File: src/rtl/mtx_pkg.sv
package mtx_pkg;
    typedef enum logic [1:0] {
        ST_IDLE  = 2'd0,
        ST_SEND  = 2'd1,
        ST_HOLD  = 2'd2,
        ST_QUIET = 2'd3
    } mtx_state_e;
endpackage

File: src/rtl/mtx_phase.sv
module mtx_phase (
    input  logic clk,
    input  logic rst,
    output logic ph,
    output logic tx_clk
);
    // ph = 0 in the first half-cell, 1 in the second
    always_ff @(posedge clk) begin
        if (rst) ph <= 1'b0;
        else     ph <= ~ph;
    end

    assign tx_clk = ~ph;
endmodule

File: src/rtl/mtx_timer.sv
module mtx_timer #(
    parameter int CW = 5
) (
    input  logic          clk,
    input  logic          rst,
    input  logic          load,
    input  logic [CW-1:0] load_val,
    output logic          zero
);
    logic [CW-1:0] cnt;

    always_ff @(posedge clk) begin
        if (rst)             cnt <= '0;
        else if (load)       cnt <= load_val;
        else if (cnt != '0)  cnt <= cnt - 1'b1;
    end

    assign zero = (cnt == '0);
endmodule

File: src/rtl/mtx_line.sv
module mtx_line (
    input  logic clk,
    input  logic rst,
    input  logic mode_half,
    input  logic loopback,
    input  logic p_nx,
    input  logic n_nx,
    output logic line_p,
    output logic line_n
);
    always_ff @(posedge clk) begin
        if (rst || loopback) begin
            line_p <= ~mode_half;
            line_n <= 1'b0;
        end else begin
            line_p <= p_nx;
            line_n <= n_nx;
        end
    end

    AST_LOOP_IDLE: assert property (@(posedge clk) disable iff (rst)
        $past(loopback) |-> (line_p == !$past(mode_half)) && !line_n);
endmodule

File: src/rtl/manchester_tx.sv
module manchester_tx #(
    parameter int HOLD_CYC  = 4,
    parameter int QUIET_CYC = 16
) (
    input  logic clk,
    input  logic rst,
    input  logic tx_en,
    input  logic tx_data,
    input  logic mode_half,
    input  logic loopback,
    output logic tx_clk,
    output logic line_p,
    output logic line_n,
    output logic ser_out
);
    import mtx_pkg::*;

    localparam int MAXC = (HOLD_CYC > QUIET_CYC) ? HOLD_CYC : QUIET_CYC;
    localparam int CW   = $clog2(MAXC + 1);
    localparam logic [CW-1:0] LD_HOLD0 = CW'(HOLD_CYC - 1);
    localparam logic [CW-1:0] LD_HOLD1 = CW'(HOLD_CYC - 2);
    localparam logic [CW-1:0] LD_QUIET = CW'(QUIET_CYC - 1);

    mtx_state_e    state, state_nx;
    logic          ph, zero, ld;
    logic [CW-1:0] ld_val;
    logic          bit_q, bit_nx;
    logic          raw_p, raw_n, p_nx, n_nx;

    mtx_phase u_phase (.clk(clk), .rst(rst), .ph(ph), .tx_clk(tx_clk));

    mtx_timer #(.CW(CW)) u_timer (
        .clk(clk), .rst(rst), .load(ld), .load_val(ld_val), .zero(zero)
    );

    always_comb begin
        state_nx = state;
        bit_nx   = bit_q;
        p_nx     = raw_p;
        n_nx     = raw_n;
        ld       = 1'b0;
        ld_val   = '0;
        unique case (state)
            ST_IDLE: begin
                p_nx = ~mode_half;
                n_nx = 1'b0;
                if (ph && tx_en) begin            // start
                    state_nx = ST_SEND;
                    bit_nx   = tx_data;
                    p_nx     = ~tx_data;
                    n_nx     = tx_data;
                end
            end
            ST_SEND: begin
                if (!ph) begin                    // mid-cell: level = bit
                    p_nx = bit_q;
                    n_nx = ~bit_q;
                end else if (tx_en) begin         // continue
                    bit_nx = tx_data;
                    p_nx   = ~tx_data;
                    n_nx   = tx_data;
                end else begin                    // end: final rise
                    p_nx = 1'b1;
                    n_nx = 1'b0;
                    if (mode_half) begin          // end-half
                        state_nx = ST_HOLD;
                        ld       = 1'b1;
                        ld_val   = bit_q ? LD_HOLD1 : LD_HOLD0;
                    end else begin                // end-full
                        state_nx = ST_IDLE;
                    end
                end
            end
            ST_HOLD: begin
                p_nx = 1'b1;
                n_nx = 1'b0;
                if (zero) begin                   // hold-done
                    state_nx = ST_QUIET;
                    ld       = 1'b1;
                    ld_val   = LD_QUIET;
                    p_nx     = 1'b0;
                end
            end
            ST_QUIET: begin
                p_nx = 1'b0;
                n_nx = 1'b0;
                if (zero) state_nx = ST_IDLE;     // quiet-done
            end
            default: state_nx = ST_IDLE;
        endcase
    end

    always_ff @(posedge clk) begin
        if (rst) begin
            state <= ST_IDLE;
            bit_q <= 1'b0;
        end else begin
            state <= state_nx;
            bit_q <= bit_nx;
        end
    end

    always_ff @(posedge clk) begin
        if (rst) begin
            raw_p <= ~mode_half;
            raw_n <= 1'b0;
        end else begin
            raw_p <= p_nx;
            raw_n <= n_nx;
        end
    end

    mtx_line u_line (
        .clk(clk), .rst(rst), .mode_half(mode_half), .loopback(loopback),
        .p_nx(p_nx), .n_nx(n_nx), .line_p(line_p), .line_n(line_n)
    );

    assign ser_out = raw_p;

    AST_MID_FLIP: assert property (@(posedge clk) disable iff (rst)
        (state == ST_SEND && ph) |-> (raw_p != $past(raw_p)));
    AST_DIFF_SEND: assert property (@(posedge clk) disable iff (rst)
        (state == ST_SEND) |-> (raw_n == !raw_p));
    AST_END_RISE: assert property (@(posedge clk) disable iff (rst)
        ($past(state) == ST_SEND && state != ST_SEND) |-> (raw_p && !raw_n));
    AST_QUIET_ZERO: assert property (@(posedge clk) disable iff (rst)
        (state == ST_QUIET) |-> (!raw_p && !raw_n));
    AST_NO_RESTART: assert property (@(posedge clk) disable iff (rst)
        (state == ST_HOLD || state == ST_QUIET) |=> (state != ST_SEND));
    AST_PARAMS: assert property (@(posedge clk) disable iff (rst)
        (HOLD_CYC >= 2) && (QUIET_CYC >= 1));
endmodule

File: config.mk
export PLATFORM = sky130hd
export DESIGN_NAME = manchester_tx
export DESIGN_NICKNAME = d
export VERILOG_FILES = /design/src/rtl/mtx_pkg.sv /design/src/rtl/mtx_phase.sv /design/src/rtl/mtx_timer.sv /design/src/rtl/mtx_line.sv /design/src/rtl/manchester_tx.sv
export SDC_FILE = /design/constraint.sdc
export NUM_CORES = 1
export LEC_CHECK = 0
export ABC_AREA = 1
export CAP_MARGIN = 20
export CORE_MARGIN = 4
export CORE_UTILIZATION = 53
export CTS_CLUSTER_DIAMETER = 100
export DETAILED_ROUTE_END_ITERATION = 10
export DONT_BUFFER_PORTS = 1
export PLACE_DENSITY_LB_ADDON = 0.12
export SYNTH_ARGS = -nofsm -noshare
export SYNTH_HDL_FRONTEND = slang
export SYNTH_SLANG_ARGS = --single-unit
File: constraint.sdc
create_clock -name clk -period 1.2 [get_ports clk]
set_input_delay 0.24 -clock clk [delete_from_list [all_inputs] [get_ports clk]]
set_output_delay 0.24 -clock clk [all_outputs]
set_load 0.02 [all_outputs]
* Word-level counts from Yosys, hierarchy flattened
Index checks and enable logic that the tools add are counted.
Operators by class: bitwise logic cells 4, mux-type cells 35, equal/unequal tests 9, reductions and logical operators 10, add/subtract/negate cells 1
Operators by type and width (number):
- $mux W2 | 9
- $mux W1 | 17
- $mux W5 | 2
- $pmux W2 S4 | 1
- $pmux W4 S2 | 1
- $ne A2 B1 Y1 const B | 3
- $ne A2 B2 Y1 const B | 3
- $logic_not A5 Y1 | 1
- $reduce_and A5 Y1 | 1
- $reduce_bool A5 Y1 | 1
- $sub A5 B1 Y5 const B | 1
- $eq A2 B2 Y1 const B | 2
- $mux W4 | 1
- $not A1 Y1 | 4
- $pmux W1 S2 | 2
- $pmux W1 S4 | 1
- $reduce_and A4 Y1 | 1
- $reduce_bool A2 Y1 | 2
- $pmux W1 S3 | 1
- $eq A2 B1 Y1 const B | 1
- $logic_not A2 Y1 | 1
- $reduce_or A2 Y1 | 1
- $logic_and A1 B1 Y1 | 1
- $logic_or A1 B1 Y1 | 1
Word-level totals: word-level logic and storage cells 66, register bits 12

* Logic depth before layout (Yosys ltp)
depth after elaboration 6, gate-level depth with buffers 9, gate-level depth less buffers 9

* Hierarchy
A second synthesis with hierarchy kept.
Second synthesis, totals: cell total of the unflattened synthesis 112, area total of the unflattened synthesis 744.5 µm²
By module, submodules not included:
- manchester_tx | area an instance 354.1 µm², seq. area each 80.1 µm², times used 1, cells an instance 59
- mtx_timer | area an instance 290.3 µm², seq. area each 100.1 µm², times used 1, cells an instance 42
- mtx_line | area an instance 72.6 µm², seq. area each 40.0 µm², times used 1, cells an instance 8
- mtx_phase | area an instance 27.5 µm², seq. area each 20.0 µm², times used 1, cells an instance 3

* Worst setup path after synthesis
OpenSTA, ideal clock, no wires.
path type flip-flop to flip-flop, start register state[0], end register u_timer.cnt[3], required time 1.086 ns, library setup time 0.114 ns, arrival 1.247 ns, slack -0.161 ns, buffers on the path 0, stages on the path, launching flop included 9, clock period less this slack 1.361 ns, path through dfxtp_1 -> inv_1 -> ha_1 -> nand2_1 -> nor2_4 -> nor2_2 -> nand2_2 -> nand2_2 -> nor2_1
On the way: longest elaborated chain between the ends 3
Ends and longest elaborated chain:
- start: declaration | line manchester_tx.sv:24 | mtx_state_e state, state_nx;
- start signal: assignment | line manchester_tx.sv:98 | state <= state_nx;
- $eq A2 B2 Y1 or $eq A2 B1 Y1 (tied branches) | line manchester_tx.sv:43 | unique case (state)
- $pmux W4 S2 or $pmux W1 S2 (tied branches) | line manchester_tx.sv:43
- $mux W5 or $reduce_bool A2 Y1 (tied branches)
- end signal: assignment | line mtx_timer.sv:14 | else if (load) cnt <= load_val;
- end signal: assignment | line mtx_timer.sv:15 | else if (cnt != '0) cnt <= cnt - 1'b1;
- end: declaration | line mtx_timer.sv:10 | logic [CW-1:0] cnt;
Parallel ways exist; a longest one is shown, timed or not. A chain may end at the register's enable or synchronous reset.

* Worst setup path after layout
start register state[0], end register state[0]
On the way: longest elaborated chain between the ends 3
Ends and longest elaborated chain (line):
- $eq A2 B1 Y1, or another cell as far along | manchester_tx.sv:43
- $ne A2 B1 Y1 (no source line) or $ne A2 B2 Y1 (tied branches)
- $reduce_and A5 Y1 (no source line)
Parallel ways exist; a longest one is shown, timed or not.

==> results list <==
- The run finished, with violations left.
- The checks that failed: negative setup slack.
- Antenna Nets Post-Route: 0
- Share of flip-flops with an asynchronous set or reset after synthesis: 0
* Most common library cells after synthesis: sky130_fd_sc_hd__nand2_1, sky130_fd_sc_hd__nor2_1, sky130_fd_sc_hd__inv_1
- Synth area leader: sky130_fd_sc_hd__dfxtp_1
* Core box area: 0.00128 sq mm
- Xor/xnor share of the synthesized area: 0.0243
- Across the routed clock network, the largest skew measured is 0.00170 ns.
- The most common cell in the synthesized netlist is sky130_fd_sc_hd__nand2_1.
- At the later pin of the worst-skew pair, clock insertion delay measures 0.28 ns.
- Detailed placer's ending HPWL: 1220 um
- Among all flip-flop cells after synthesis, the most frequent one is sky130_fd_sc_hd__dfxtp_1.
- Yosys attributes the largest share of cell area to sky130_fd_sc_hd__dfxtp_1, sky130_fd_sc_hd__nand2_1, sky130_fd_sc_hd__nor2_1.
- The via count of the first global-routing pass is 691.
- The worst setup path is launched from a flip-flop.
- The finished layout holds 132 standard cells, fillers aside.
- Sequential fraction of the synthesis area: 0.333
* Warnings, synthesis: 0
* Peak Freq: between 700 and 800 MHz
- The initial antenna violation count was 0.
- Maximum clock path buffer count: 2
- The worst setup path is of the reg2reg kind.
* Cell row count: 13
* Net total in the final layout: 129
- Finished Cell Area: 970 sq um
* Synth top area share: 0.333
* Max capacitance violation total: 0
* Congestion Overflow GR: 0
- Final WL: about 1700 um
* Post-layout worst setup margin: -0.126 ns
- Using the TritonRoute via totals, the vias-per-cell ratio works out to about 5.5.
- Vert. Die Dim: about 45 um
* Number of cells in the design after placement: 126
* Routability congestion estimate: 0.804
* Final worst-path cycle share: 1.10
* Actual transition at the worst max-transition pin: 0.290 ns
* Clock-pin slew of the registers on the worst-case setup and hold paths: ~0.08 ns
- Leakage power figure: 0.431 nW
* Class of the worst hold path: in2reg
- Overall via count from detail_route: 720
* Final min period: ~1.3 ns
- The number of hold violations in the final report came to 0.
- Post-Synthesis Cells: 103
- Power per cell area: 2300 mW/mm^2
- Hold timing on the final database bottoms out at a slack of 0.0125 ns.
- WP data arrival: 1.50 ns
* Nature of the critical path endpoint: flip-flop
- Data required time at the worst endpoint: 1.37 ns
* Largest net degree at the start of global routing: 9
* Mean post-synth cell area: 7.00 sq um
- During I/O placement, the number of pins put on the boundary was 10.
* Number of H-tree levels: 1
- Relative to the synthesized area, the layout overhead comes to 34.5%.
* Number of hold buffers added after CTS: 0
* Number of flops mapped to enable cells by yosys: 0
* 1st-iter DRT viols: 21
* Complex-gate fraction of the synthesized area: 0.0781
* Floorplan die width: 44.9 um
- In this run the tightest slew margin relative to its limit is 0.806.
- Dpl cell area: 827 sq um
- The tree built by TritonCTS fans out to 12 sinks.
- Routed wirelength normalized by instance count: 13.2 um
- Dominant combinational cell family by area after synthesis: simple AND/OR/NAND/NOR gates
- Setup TNS: -0.556 ns
- The die covers around 0.0020 sq mm.
* Number of search-and-repair iterations in the first detailed-routing pass: 4
- Of the total synthesized cell area, the portion taken by full adders, half adders and majority gates is 0.0868.
* Proportion of layout cells with a drive suffix above 1: 0.376
- Antenna cells: 0
- In this run the tool buffered the top-level ports with 0 buffer cells.
- Mux cell area share after synthesis: 0
* Number of failing setup endpoints in the final timing report: 10
- Setup repair after global routing could not meet its margin everywhere.
- Summed instance area of the synthesized netlist: between 700 and 800 sq um
- Global-route wire length before repair: 2880 um
* Detailed-route DRC error count: 0
- Across the VDD grid, the largest voltage drop is about 1.5 mV.
* CTS tree: yes
- The initial utilization of the core area, before any placement, comes to 0.561.
- Final number of max-transition violations: 0
- Counting distinct cell types in the post-synthesis netlist gives 22.
- When the netlist entered floorplanning its net count stood at 114.
* Yosys reg bits: 12
* Global routing usage summed across all routing layers: 0.198
- Maximum fanout encountered on the critical timing path: 5
* Number of buffers inserted during clock tree synthesis: 3
- The tree is rooted in a sky130_fd_sc_hd__clkbuf_4.
- Simple-gate share of the synthesized area: 0.394
[sequential cells by signal (all words and copies together), names as in the netlist, named ones only]
signal         flops
bit_q              1
u_line.line_p      1
ser_out            1
u_phase.ph         1
u_timer.cnt        5
u_line.line_n      1
state              1
[layer usage]
| layer | track usage | up-vias | routed length, um |
|---|---|---|---|
| li1 | - | 358 | - |
| met1 | 0.224 | 335 | 672 |
| met2 | 0.338 | 20 | 926 |
| met3 | 0.0478 | 7 | 99 |
| met4 | 0.111 | 0 | 44 |
| met5 | 0 | - | 0 |
[layout by cell type, fill, tap and decap left out, drive strengths merged]
master  Yosys  final
a21oi       5      5
buf         0     10
clkbuf      0      4
clkinv      1      1
dfxtp      12     12
ha          5      5
inv        15     15
nand2      25     25
nand3       8      8
nand4       2      2
nor2       21     21
nor3b       1      1
o21ai       3      3
o22ai       1      1
o311a       1      1
or2         1      1
xnor2       1      1
xor2        1      1
[path summary, 6_finish.rpt]
path	depth (start not counted)	slack [ns]	start	end
worst max-delay path	7	-0.13	state[0]	state[0]
worst min-delay path	1	0.01	rst	u_timer.cnt[1]
worst max register to register	7	-0.13	state[0]	state[0]
worst min register to register	2	0.47	u_timer.cnt[4]	u_timer.cnt[4]
[cell type report]
type	count	area (sq um)
timing repair buffer	10	78.8
fill	89	315
clock buffer	4	36.3
multi-input combinational	75	519
inverter	16	65.1
tap	15	18.8
sequential	12	251
[logic make-up (layout without fill, tap and decap cells)]
| group | Yosys count | after routing |
|---|---|---|
| buffers and inverters | 16 | 30 |
| adder cells (fa/ha/maj) | 5 | 5 |
| AO/OA/AOI/OAI | 10 | 10 |
| flip-flops | 12 | 12 |
| AND/OR/NAND/NOR | 58 | 58 |
| XOR/XNOR | 2 | 2 |
[per-stage QoR]
stage          setup WS [ns]  utilization  power [W]
2_1_floorplan        0.00325            -    0.00141
6_report              -0.126        0.755    0.00223
5_1_grt               -0.177        0.755    0.00241
3_5_place_dp          -0.131        0.644    0.00169
4_1_cts              -0.0933        0.731    0.00214
3_3_place_gp         -0.0974        0.644    0.00166
[critical path, cell delays in order, from the launching register on]
cell and delay, ns:
sky130_fd_sc_hd__dfxtp_4 0.40, sky130_fd_sc_hd__inv_4 0.06, sky130_fd_sc_hd__ha_4 0.16, sky130_fd_sc_hd__or2_4 0.25, sky130_fd_sc_hd__a21oi_2 0.16, sky130_fd_sc_hd__nand2_1 0.06, sky130_fd_sc_hd__nand2_1 0.07, sky130_fd_sc_hd__nor2_1 0.06
[repair_timing]
| item | CTS | global route |
|---|---|---|
| resized for setup | 14 | 10 |
| hold endpoints to repair | 0 | 0 |
| pin swaps | 14 | 6 |
| endpoints found under the setup margin | 10 | 11 |
| buffers inserted | 2 | 0 |
| gates cloned | 0 | 0 |
[where the power goes]
group | total, W | switching, W | leakage, nW | internal, W
Sequential | 0.000638 | 0.000124 | 0.101 | 0.000513
Clock | 0.000327 | 0.000142 | 0.0210 | 0.000185
Combinational | 0.00127 | 0.000684 | 0.309 | 0.000582
Total | 0.00223 | 0.000951 | 0.431 | 0.00128
(Power assumes the default switching activity.)
